<file path="src/rtl/psa_pkg.sv">
package psa_pkg;
    typedef enum logic {
        ADD_WHOLE = 1'b0,
        ADD_SPLIT = 1'b1
    } add_mode_e;
endpackage

</file>
<file path="src/rtl/psa_mask_reg.sv">
module psa_mask_reg #(
    parameter int W = 32
) (
    input  logic         clk,
    input  logic         rst_n,
    input  logic         wr_en,
    input  logic [W-1:0] wr_data,
    output logic [W-1:0] mask
);
    logic live_q;

    always_ff @(posedge clk) begin
        if (!rst_n) begin
            mask   <= '0;
            live_q <= 1'b0;
        end else begin
            live_q <= 1'b1;
            if (wr_en) begin
                mask <= wr_data;
            end
        end
    end


    mask_load_chk: assert property (@(posedge clk) disable iff (!rst_n)
        live_q && $past(wr_en) |-> mask == $past(wr_data));


    mask_hold_chk: assert property (@(posedge clk) disable iff (!rst_n)
        live_q && !$past(wr_en) |-> $stable(mask));
endmodule

</file>
<file path="src/rtl/psa_split_chain.sv">
module psa_split_chain #(
    parameter int W = 32
) (
    input  psa_pkg::add_mode_e mode,
    input  logic [W-1:0]       a,
    input  logic [W-1:0]       b,
    input  logic [W-1:0]       mask,
    output logic [W-1:0]       s
);
    import psa_pkg::*;

    logic [W-1:0] kill;
    logic [W:0]   carry;
    logic [W-1:0] cin_eff;

    always_comb begin
        unique case (mode)
            ADD_WHOLE: kill = '0;
            ADD_SPLIT: kill = mask;
            default:   kill = '0;
        endcase
    end

    assign carry[0] = 1'b0;

    for (genvar i = 0; i < W; i++) begin : g_bit
        assign cin_eff[i]  = carry[i] & ~kill[i];
        assign s[i]        = a[i] ^ b[i] ^ cin_eff[i];
        assign carry[i+1]  = (a[i] & b[i]) | (cin_eff[i] & (a[i] ^ b[i]));
    end
endmodule

</file>
<file path="src/rtl/psa_out_stage.sv">
module psa_out_stage #(
    parameter int W   = 32,
    parameter bit REG = 1'b1
) (
    input  logic         clk,
    input  logic         rst_n,
    input  logic [W-1:0] d,
    output logic [W-1:0] q
);
    if (REG) begin : g_reg
        logic live_q;

        always_ff @(posedge clk) begin
            if (!rst_n) begin
                q      <= '0;
                live_q <= 1'b0;
            end else begin
                q      <= d;
                live_q <= 1'b1;
            end
        end


        out_latency_chk: assert property (@(posedge clk) disable iff (!rst_n)
            live_q |-> q == $past(d));
    end else begin : g_comb
        logic unused_ok;
        assign unused_ok = clk ^ rst_n;
        assign q = d;
    end
endmodule

</file>
<file path="src/rtl/part_simd_adder.sv">
module part_simd_adder #(
    parameter int W       = 32,
    parameter bit OUT_REG = 1'b1
) (
    input  logic         clk,
    input  logic         rst_n,
    input  logic         mask_we,
    input  logic [31:0]  mask_wdata,
    input  logic         packed_mode,
    input  logic [31:0]  op_a,
    input  logic [31:0]  op_b,
    output logic [31:0]  sum
);
    import psa_pkg::*;

    localparam logic [W-1:0] ALL_ONES = {W{1'b1}};

    add_mode_e    mode;
    logic [W-1:0] mask_q;
    logic [W-1:0] raw_sum;

    assign mode = add_mode_e'(packed_mode);

    psa_mask_reg #(.W(W)) u_mask (
        .clk     (clk),
        .rst_n   (rst_n),
        .wr_en   (mask_we),
        .wr_data (mask_wdata),
        .mask    (mask_q)
    );

    psa_split_chain #(.W(W)) u_chain (
        .mode (mode),
        .a    (op_a),
        .b    (op_b),
        .mask (mask_q),
        .s    (raw_sum)
    );


    plain_add_chk: assert property (@(posedge clk) disable iff (!rst_n)
        mode == ADD_WHOLE |-> raw_sum == W'(op_a + op_b));


    zero_mask_chk: assert property (@(posedge clk) disable iff (!rst_n)
        (mode == ADD_SPLIT && mask_q == '0) |-> raw_sum == W'(op_a + op_b));


    full_mask_chk: assert property (@(posedge clk) disable iff (!rst_n)
        (mode == ADD_SPLIT && mask_q == ALL_ONES) |-> raw_sum == (op_a ^ op_b));


    lsb_boundary_chk: assert property (@(posedge clk) disable iff (!rst_n)
        (mode == ADD_SPLIT && mask_q[1]) |-> raw_sum[0] == (op_a[0] ^ op_b[0]));

    psa_out_stage #(.W(W), .REG(OUT_REG)) u_out (
        .clk   (clk),
        .rst_n (rst_n),
        .d     (raw_sum),
        .q     (sum)
    );
endmodule

</file>
<file path="config.mk">
export PLATFORM = sky130hd
export DESIGN_NAME = part_simd_adder
export DESIGN_NICKNAME = d
export VERILOG_FILES = /design/src/rtl/psa_pkg.sv /design/src/rtl/psa_mask_reg.sv /design/src/rtl/psa_split_chain.sv /design/src/rtl/psa_out_stage.sv /design/src/rtl/part_simd_adder.sv
export SDC_FILE = /design/constraint.sdc
export NUM_CORES = 1
export LEC_CHECK = 0
export BUFFER_PORTS_ARGS = -buffer_cell sky130_fd_sc_hd__buf_2
export CAP_MARGIN = 10
export CORE_UTILIZATION = 47
export DETAILED_ROUTE_END_ITERATION = 8
export PLACE_DENSITY = 0.8
export SLEW_MARGIN = 10
export SYNTH_ARGS = -nofsm -noshare
export SYNTH_HDL_FRONTEND = slang
export SYNTH_SLANG_ARGS = --single-unit
</file>
<file path="constraint.sdc">
create_clock -name clk -period 21.8 [get_ports clk]
set_input_delay 2.18 -clock clk [delete_from_list [all_inputs] [get_ports clk]]
set_output_delay 2.18 -clock clk [all_outputs]
set_load 0.02 [all_outputs]
</file>
-- Yosys cells after proc, flatten, opt, wreduce, memory -nomap -nowiden
Cells that the tools add are included.
W data, S select, Z words.
- multiplexer cells: 1
- bitwise operators: 217
- operators with widths (operator ; number):
    $and A1 B1 Y1 ; 92
    $pmux W32 S2 ; 1
    $xor A1 B1 Y1 ; 63
    $not A1 Y1 ; 32
    $or A1 B1 Y1 ; 30
- register bits after elaboration: 64
- input bits: 100
- output and inout bits: 32
- logic and storage cells: 220

-- Longest topological paths before layout
Gate-level depths: netlist of run 1.
- depth in word-level cells: 95
- mapped depth: 64
- mapped depth without buffers: 64

-- Hierarchy
Synthesis of run 1 repeated with hierarchy kept, for this count alone.
- cell total of the unflattened synthesis: 248
- area, all modules: 3065.4 µm²
- modules (own cells, without submodules) (module ; instances ; cells each ; area each (µm²) ; sequential area each (µm²)):
    psa_mask_reg ; 1 ; 103 ; 1243.7 ; 640.6
    psa_split_chain ; 1 ; 78 ; 925.9 ; 0.0
    psa_out_stage ; 1 ; 67 ; 895.9 ; 640.6

-- Worst setup path before layout of run 1
No wires, ideal clock.
- kind: in2reg
- start point: input port op_a[0]
- end point: register u_out.q[31]
- setup time: 0.115 ns
- arrival time: 16.456 ns
- data required time: 21.685 ns
- slack: 5.229 ns
- stages on the path: 64
- buffers on the path: 0
- cell sequence: ha_1 -> a21boi_0 -> fa_1 -> a21boi_0 -> fa_1 -> a21boi_0 -> fa_1 -> a21boi_0 -> fa_1 -> a21boi_0 -> fa_1 -> a21boi_0 -> fa_1 -> a21boi_0 -> fa_1 -> a21boi_0 -> fa_1 -> a21boi_0 -> (+28 left out) -> fa_1 -> a21boi_0 -> fa_1 -> a21boi_0 -> fa_1 -> a21boi_0 -> fa_1 -> a21boi_0 -> fa_1 -> a21boi_0 -> fa_1 -> nand2_1 -> fa_1 -> a21o_1 -> fa_1 -> a21oi_1 -> xnor2_1 -> and2_1
- longest elaborated chain between the ends: 93
- ends and longest elaborated chain (item ; line ; RTL):
    from (decl) ; part_simd_adder.sv:10 ; input logic [31:0] op_a,
    $and A1 B1 Y1 ; psa_split_chain.sv:29 ; assign carry[i+1] = (a[i] & b[i]) | (cin_eff[i] & (a[i] ^ b[i]));
    $and A1 B1 Y1 ; psa_split_chain.sv:27 ; assign cin_eff[i] = carry[i] & ~kill[i];
    $and A1 B1 Y1 ; psa_split_chain.sv:29 ;
    $or A1 B1 Y1 ; psa_split_chain.sv:29 ;
    $and A1 B1 Y1 ; psa_split_chain.sv:27 ;
    $and A1 B1 Y1 ; psa_split_chain.sv:29 ;
    $or A1 B1 Y1 ; psa_split_chain.sv:29 ;
    $and A1 B1 Y1 ; psa_split_chain.sv:27 ;
    (+77 left out) ; -- ;
    $and A1 B1 Y1 ; psa_split_chain.sv:27 ;
    $and A1 B1 Y1 ; psa_split_chain.sv:29 ;
    $or A1 B1 Y1 ; psa_split_chain.sv:29 ;
    $and A1 B1 Y1 ; psa_split_chain.sv:27 ;
    $and A1 B1 Y1 ; psa_split_chain.sv:29 ;
    $or A1 B1 Y1 ; psa_split_chain.sv:29 ;
    $and A1 B1 Y1 ; psa_split_chain.sv:27 ;
    $xor A1 B1 Y1 ; psa_split_chain.sv:28 ; assign s[i] = a[i] ^ b[i] ^ cin_eff[i];
    to (signal assigned) ; psa_out_stage.sv:15 ; q <= '0;
    to (signal assigned) ; psa_out_stage.sv:18 ; q <= d;
    to (decl) ; psa_out_stage.sv:8 ; output logic [W-1:0] q
Every way passes these cells.
A chain may end at the register's enable or synchronous reset.

-- Worst setup path in the final report of run 1
- start point: input port packed_mode
- end point: register u_out.q[30]
- longest elaborated chain between the ends: 92
- elaborated cells on any way between the ends: 121
- those cells by class: mux: 1; bitwise: 120
- ends and longest elaborated chain (item ; line ; RTL):
    from (decl) ; part_simd_adder.sv:9 ; input logic packed_mode,
    $not A1 Y1 ; psa_split_chain.sv:17 ; unique case (mode)
    $pmux W32 S2 (*) ; psa_split_chain.sv:17 ;
    $not A1 Y1 ; psa_split_chain.sv:27 ;
    $and A1 B1 Y1 ; psa_split_chain.sv:27 ;
    $and A1 B1 Y1 ; psa_split_chain.sv:29 ;
    $or A1 B1 Y1 ; psa_split_chain.sv:29 ;
    $and A1 B1 Y1 ; psa_split_chain.sv:27 ;
    $and A1 B1 Y1 ; psa_split_chain.sv:29 ;
    (+76 left out) ; -- ;
    $and A1 B1 Y1 ; psa_split_chain.sv:27 ;
    $and A1 B1 Y1 ; psa_split_chain.sv:29 ;
    $or A1 B1 Y1 ; psa_split_chain.sv:29 ;
    $and A1 B1 Y1 ; psa_split_chain.sv:27 ;
    $and A1 B1 Y1 ; psa_split_chain.sv:29 ;
    $or A1 B1 Y1 ; psa_split_chain.sv:29 ;
    $and A1 B1 Y1 (*) ; psa_split_chain.sv:27 ;
    $xor A1 B1 Y1 (*) ; psa_split_chain.sv:28 ;
Mark *: on every way between the ends. The rest lies on a longest branch, timed or not.

==> qor.yml, run 1 <==
outcome:
  status: "finished clean"
power_and_ir_drop:
  power_switching_share_pct: 25.9
  power.ir.vdd_worst_uv: 59.1
  clock_power_share_pct: 37.5
  cellPowerDensity_nw_per_um2: 79.4
  p_seq_share_pct: 42.8
  p_leak_nw: 1.85
  p_int_w: 0.000225
  power.combinational.fraction_pct: 19.6
  net-switching-power_w: 0.0000783
placed_design:
  dpl.hpwl_um: 4440
  port_bufs: 130
  final_estimated_routing_congestion_in_global_placement: 0.792
  pre_cts_ws_ns: 3.42
timing:
  fmax_mhz: 55.7
  rsz_0062_raised_after_global_routing: "no"
  skew_ns: 0.0131
  maxSlewViolCount: 0
  timing.final.setup_violations: 0
  timing.final.crit_period_ns: 17.96
  worst_pin_slew_ns: 0.975
  timing.final.crit_share_pct: 82.4
  report.final.hold_viol_count: 0
  setup_ws_ns: 3.84
  tns_ns: 0
  timing.max_slew.rel_slack_pct: 35.0
final_layout:
  layout.nets: 501
  most_frequent_cells_in_the_layout: "sky130_fd_sc_hd__buf_2 (130), sky130_fd_sc_hd__dfxtp_1 (63), sky130_fd_sc_hd__nor2b_1 (34)"
  flow.area_growth_from_synthesis_pct: 29.0
  num-fill-cells: 524
  ant_diodes: 0
  final_common_cell: "sky130_fd_sc_hd__buf_2"
  layout-drive-gt1-share_pct: 38.4
route:
  antenna_violating_nets_post_route: 0
  remaining_drc_errors: 0
  drt-pass1-iter-count: 4
  dr.first_iter.drc_count: 26
  routedLengthMet1_um: 2450
  detail_route.wirelength_um: 5990
  via_count: 2098
  routedWlPerCell_um: 13.3
  met3_wirelength_um: 323
  viasPerCell: 4.66
  dr.max_layer_used: "met4"
  met2_wirelength_um: 3100
setup_path:
  worstSetupPathType: "in2reg"
  cp_data_required_time_ns: 22.07
  critPathSlowestCell: "sky130_fd_sc_hd__fa_1"
  worst-path-buf-inv: 1
  critPathLaunchType: "input pin"
  timing.critical_path.slowest_cell_delay_ns: 0.43
  critPathTopFamily: "adder cells"
  reg2reg_setup_slack_ns: 5.90
  cell_occurring_most_often_along_the_worst_timing_path: "sky130_fd_sc_hd__fa_1"
  worst_ep_arrival_ns: 18.22
  critical_path_peak_fanout: 31
  timing.critical_path.to_type: "flop"
logic_synthesis:
  share_of_synthesized_area_occupied_by_flip_flops_and_latches_pct: 42.7
  post_synth_num_cell_types: 16
  synth.avg_cell_area_um2: 12.2
  syn_nets: 373
  yosys_reg_bits: 63
  synth.largest_area_cell: "sky130_fd_sc_hd__dfxtp_1"
  post_synth_instance_area_um2: 2960
  synthCells: 242
  ys_top_cells_by_area: "sky130_fd_sc_hd__dfxtp_1 (43%), sky130_fd_sc_hd__fa_1 (20%), sky130_fd_sc_hd__mux2i_1 (10%), sky130_fd_sc_hd__nor2b_1 (7.2%), sky130_fd_sc_hd__a21boi_0 (6.6%)"
  synth-warning-count: 0
  synthDominantCellAreaShare_pct: 42.7
global_routing:
  number_of_antenna_violations_at_the_first_check_in_global_routing: 0
  grt_max_degree: 64
  grt_usage_pct: 19.9
  grt_pass1_wl_um: 9550
  via_count_of_the_first_global_routing_pass: 2155
  globalRoute.totalOverflow: 0
floorplan:
  floorplan.die_area_um2: 6610
  die-height_um: 81.3
  start_util_pct: 49.4
  die_w_um: 81.3
  placeableCoreArea_um2: 5990
  ioPinCount: 132
  rows: 28
clocking:
  clock_tree.htree_level_count: 3
  cts_tree: "built"
  cts_inserted_buffers: 9
  clockRootBuffer: "sky130_fd_sc_hd__clkbuf_8"
  cts.hold.buffers_added: 0
  clk_transition_reported_paths_ns: 0.07
  postCtsResizedCells: 0
  cts.sink_count: 63
  cts-root-to-sink-buffers: 2
  clock_insertion_delay_at_the_later_pin_of_the_skew_report_ns: 0.34
  cts.repair_timing.setup_buffer_count: 0
run:
  timing.max_cap.violations: 0
hold_path:
  hp-class: "reg2reg"
worst register-to-register path: cells and delay by family, from the launching register on:
kind | cells | cell delay, ns
AO/OA/AOI/OAI | 28 | 3.97
adder cells (fa/ha/maj) | 30 | 11.25
flip-flops | 1 | 0.33
AND/OR/NAND/NOR | 3 | 0.31
registers in the layout, summed over array words and instances (netlist names):
signal,flops
u_mask.mask,31
u_out.q,32
logic make-up after synthesis:
| family | Yosys count | share of synthesized area [%] |
|---|---|---|
| and+or+nand+nor | 67 | 13.8 |
| DFF | 63 | 42.7 |
| muxes | 31 | 10.5 |
| adders and majority gates | 31 | 20.7 |
| AOI/OAI and AO/OA | 29 | 7.19 |
| buffers and inverters | 19 | 4.49 |
| xor gates and xnor gates | 2 | 0.593 |
area by class of cell:
| class | count | area [um2] | share of cell area [%] |
|---|---|---|---|
| Clock buffer | 13 | 159 | 4.17 |
| Clock inverter | 3 | 65.1 | 1.71 |
| Inverter | 6 | 22.5 | 0.590 |
| Multi-Input combinational cell | 160 | 1560 | 41.0 |
| Sequential cell | 63 | 1260 | 33.1 |
| Tap cell | 75 | 93.8 | 2.46 |
| Timing Repair Buffer | 130 | 651 | 17.1 |
path summary, 6_finish.rpt:
kind,startpoint,end,cells past startpoint
max reg2reg,u_mask.mask[1],u_out.q[30],61
max,packed_mode,u_out.q[30],62
min,u_mask.mask[27],u_mask.mask[27],2
min reg2reg,u_mask.mask[27],u_mask.mask[27],2
per-stage QoR:
step / instance area (um2) / utilization (%) / cells / total power (W) / hold WS [ns]
after floorplan: 2960 / - / 242 / 0.000168 / 0.477
after global placement: 3590 / 59.9 / 434 / 0.000189 / 0.492
after detailed placement: 3590 / 59.9 / 434 / 0.000193 / 0.502
after CTS: 3810 / 63.7 / 450 / 0.000307 / 0.519
after global routing: 3810 / 63.7 / 450 / 0.000321 / 0.544
final: 3810 / 63.7 / 450 / 0.000303 / 0.516
routing by layer:
layer,up-vias,GRT usage (%)
li1,1033,-
met5,-,0
met4,0,9.11
met2,63,35.7
met3,10,5.73
met1,992,21.3
synthesized netlist by cell type:
cell type and instances:
sky130_fd_sc_hd__a21boi_0 26, sky130_fd_sc_hd__a21o_1 1, sky130_fd_sc_hd__a21oi_1 2, sky130_fd_sc_hd__and2_1 29
sky130_fd_sc_hd__buf_12 3, sky130_fd_sc_hd__buf_2 4, sky130_fd_sc_hd__buf_6 1, sky130_fd_sc_hd__clkbuf_1 5
sky130_fd_sc_hd__dfxtp_1 63, sky130_fd_sc_hd__fa_1 30, sky130_fd_sc_hd__ha_1 1, sky130_fd_sc_hd__inv_1 6
sky130_fd_sc_hd__mux2i_1 31, sky130_fd_sc_hd__nand2_1 4, sky130_fd_sc_hd__nor2b_1 34, sky130_fd_sc_hd__xnor2_1 2
power by group through the flow:
| stage | Clock, W | Sequential (W) | Combinational [W] |
|---|---|---|---|
| floorplan | 0 | 0.000142 | 0.0000259 |
| global placement | 0 | 0.000132 | 0.0000566 |
| detailed placement | 0 | 0.000132 | 0.0000601 |
| CTS | 0.000117 | 0.000130 | 0.0000603 |
| global route | 0.000122 | 0.000131 | 0.0000672 |
| finish | 0.000114 | 0.000130 | 0.0000595 |
Note: power is estimated with default switching activity, not from simulation.
==> inputs of run 2 (changes only) <==
ABC_AREA = 1   (was unset)
CORE_UTILIZATION = 42   (was 47)
PLACE_DENSITY = 0.76   (was 0.8)
clock period = 16.3 ns   (was 21.8 ns; I/O delays follow)
==> run 2 against run 1 <==
  * Hold slack lost 0.028 ns
  * Count of clock-buffer cells in the layout shrank 3
  * First-iteration DRC count increased to 3.7 times the previous value
  * Synthesized cell count rose by 30%
  * Critical path depth grew 1
  * Synthesized area fell by 1.1%
  * Largest power group unchanged
  * Global-route usage fell by 1.0 points
==> qor.yml, run 2 <==
final_layout:
  largest-register: "u_out.q"
  final_common_cell: "sky130_fd_sc_hd__buf_2"
  ant_diodes: 0
  flow.area_growth_from_synthesis_pct: 32.5
  most_frequent_cells_in_the_layout: "sky130_fd_sc_hd__buf_2 (130), sky130_fd_sc_hd__dfxtp_1 (63), sky130_fd_sc_hd__nor2_1 (62)"
  layout-drive-gt1-share_pct: 41.1
  largest_register_ffs: 32
  postLayoutCoreUtil_pct: 57.4
  largest_registers: "u_out.q: 32 flops, u_mask.mask: 31 flops"
  layout.nets: 571
timing:
  timing.final.setup_violations: 0
  timing.max_slew.rel_slack_pct: 34.1
  timing.final.crit_period_ns: 16.04
  fmax_mhz: 62.3
  report.final.hold_viol_count: 0
  tns_ns: 0
  final.hold.worst_slack_ns: 0.488
  worst_pin_slew_ns: 0.988
  timing.final.crit_share_pct: 98.4
  setup_ws_ns: 0.257
  rsz_0062_raised_after_global_routing: "yes"
  skew_ns: 0.00807
  maxSlewViolCount: 0
route:
  dr.first_iter.drc_count: 97
  via_count: 2380
  antenna_violating_nets_post_route: 0
  detail_route.wirelength_um: 6600
  viasPerCell: 4.53
  remaining_drc_errors: 0
  routedWlPerCell_um: 12.6
  drt-pass1-iter-count: 4
setup_path:
  critPathSlowestCell: "sky130_fd_sc_hd__fa_2"
  timing.critical_path.to_type: "flop"
  cell_occurring_most_often_along_the_worst_timing_path: "sky130_fd_sc_hd__fa_2"
  cp_data_required_time_ns: 16.56
  worst_ep_arrival_ns: 16.30
  worstSetupPathType: "in2reg"
  timing.critical_path.slowest_cell_delay_ns: 0.42
  critical_path_peak_fanout: 1
  critPathTopFamily: "adder cells"
  worst-path-buf-inv: 1
  critPathLaunchType: "input pin"
global_routing:
  via_count_of_the_first_global_routing_pass: 2343
  grt_usage_pct: 18.9
  grt_pass1_wl_um: 10600
  globalRoute.totalOverflow: 0
  number_of_antenna_violations_at_the_first_check_in_global_routing: 0
  grt_max_degree: 62
clocking:
  clock_tree.htree_level_count: 3
  cts.sink_count: 63
  cts.repair_timing.setup_buffer_count: 0
  cts_inserted_buffers: 9
  clock_insertion_delay_at_the_later_pin_of_the_skew_report_ns: 0.32
  cts-root-to-sink-buffers: 2
  clockRootBuffer: "sky130_fd_sc_hd__clkbuf_8"
  cts_tree: "built"
  clk_transition_reported_paths_ns: 0.07
outcome:
  status: "finished clean"
logic_synthesis:
  yosys_reg_bits: 63
  post-synth-top-count-cell: "sky130_fd_sc_hd__dfxtp_1"
  synth-warning-count: 0
  synthDominantCellAreaShare_pct: 43.1
  synth_async_sr_flop_share_pct: 0
  post_synth_instance_area_um2: 2920
  synthCells: 314
  synth.avg_cell_area_um2: 9.31
  synth.top_cells.by_count: "sky130_fd_sc_hd__dfxtp_1 (63), sky130_fd_sc_hd__nor2_1 (62), sky130_fd_sc_hd__nand2_1 (39)"
  synth.largest_area_cell: "sky130_fd_sc_hd__dfxtp_1"
  syn_nets: 445
  post_synth_num_cell_types: 18
  synth_edf_count: 0
  share_of_synthesized_area_occupied_by_flip_flops_and_latches_pct: 43.1
  ys_top_cells_by_area: "sky130_fd_sc_hd__dfxtp_1 (43%), sky130_fd_sc_hd__fa_1 (21%), sky130_fd_sc_hd__nor2_1 (8.0%), sky130_fd_sc_hd__a21boi_0 (6.7%), sky130_fd_sc_hd__nand2_1 (5.0%)"
  dominantRegCellSynth: "sky130_fd_sc_hd__dfxtp_1"
placed_design:
  dpl.hpwl_um: 4600
  port_bufs: 130
  final_estimated_routing_congestion_in_global_placement: 0.802
  pre_cts_ws_ns: -0.882
power_and_ir_drop:
  p_leak_nw: 2.03
  cellPowerDensity_nw_per_um2: 110
  power.ir.vdd_worst_uv: 52.2
floorplan:
  floorplan.die_area_um2: 7300
  die-height_um: 85.4
  ioPinCount: 132
  start_util_pct: 43.3
  rows: 30
  die_w_um: 85.4
  placeableCoreArea_um2: 6760
hold_path:
  hp-class: "reg2reg"
run:
  timing.max_cap.violations: 0
## run 2: cell count changes after synthesis, moves of 17 or more
cell                      previous run  this run
sky130_fd_sc_hd__nor2_1              0        62
sky130_fd_sc_hd__nand2_1             4        39
sky130_fd_sc_hd__nor2b_1            34         0
sky130_fd_sc_hd__inv_1               6        38
sky130_fd_sc_hd__mux2i_1            31         0
sky130_fd_sc_hd__and2_1             29         0
sky130_fd_sc_hd__o21ai_0             0        17
## run 2: what timing repair did
action / 4_1_cts / 5_1_grt
pin swaps: 8 / 12
cloned: 0 / 0
gates resized for setup: 35 / 17
hold buffers: 0 / 0
setup endpoints to repair: 3 / 4
## run 2: report_power, final
group          internal, W  switching (W)  leakage (nW)
registers         0.000170     0.00000491         0.525
logic            0.0000358      0.0000492          1.39
clock network     0.000105      0.0000594         0.122
total             0.000311       0.000114          2.03
## run 2: final cells by class
cell class / instances / area [um2]
tap: 80 / 100
inverter: 39 / 146
sequential: 63 / 1260
clock inverter: 6 / 108
clock buffer: 10 / 138
timing repair buffer: 131 / 658
multi-input combinational: 196 / 1460
fill: 625 / 2880
## run 2: stage by stage
stage | std cells | instance area (um2) | power [W]
after floorplan | 314 | 2920 | 0.000228
final | 525 | 3870 | 0.000424
after global routing | 525 | 3870 | 0.000447
after detailed placement | 509 | 3550 | 0.000260
after CTS | 525 | 3840 | 0.000428
after global placement | 509 | 3550 | 0.000256
## run 2: logic make-up after synthesis
family | share of synthesized area (%)
buf+inv | 9.46
fa+ha+maj | 21.0
simple gates | 14.0
compound gates | 12.4
flops | 43.1
## run 2: metal layers
metal	GRT usage (%)	vias up	routed length, um
met5	0	-	0
met2	33.1	73	3390
met3	3.79	7	307
li1	-	1206	-
met1	22.7	1094	2830
met4	7.58	0	65
## run 2: worst paths after layout
kind | startpoint | cells after the start | slack, ns | to
max | op_a[0] | 63 | 0.26 | u_out.q[30]
min | u_mask.mask[10] | 2 | 0.49 | u_mask.mask[10]
max reg2reg | u_mask.mask[1] | 61 | 1.58 | u_out.q[30]
min reg2reg | u_mask.mask[10] | 2 | 0.49 | u_mask.mask[10]
## run 2: worst reg2reg max path: cells and delay by family (launching register included)
kind / cells / cell delay [ns]
DFF: 1 / 0.35
and+or+nand+nor: 3 / 0.27
AOI/OAI and AO/OA: 28 / 3.92
adders and majority gates: 30 / 10.10
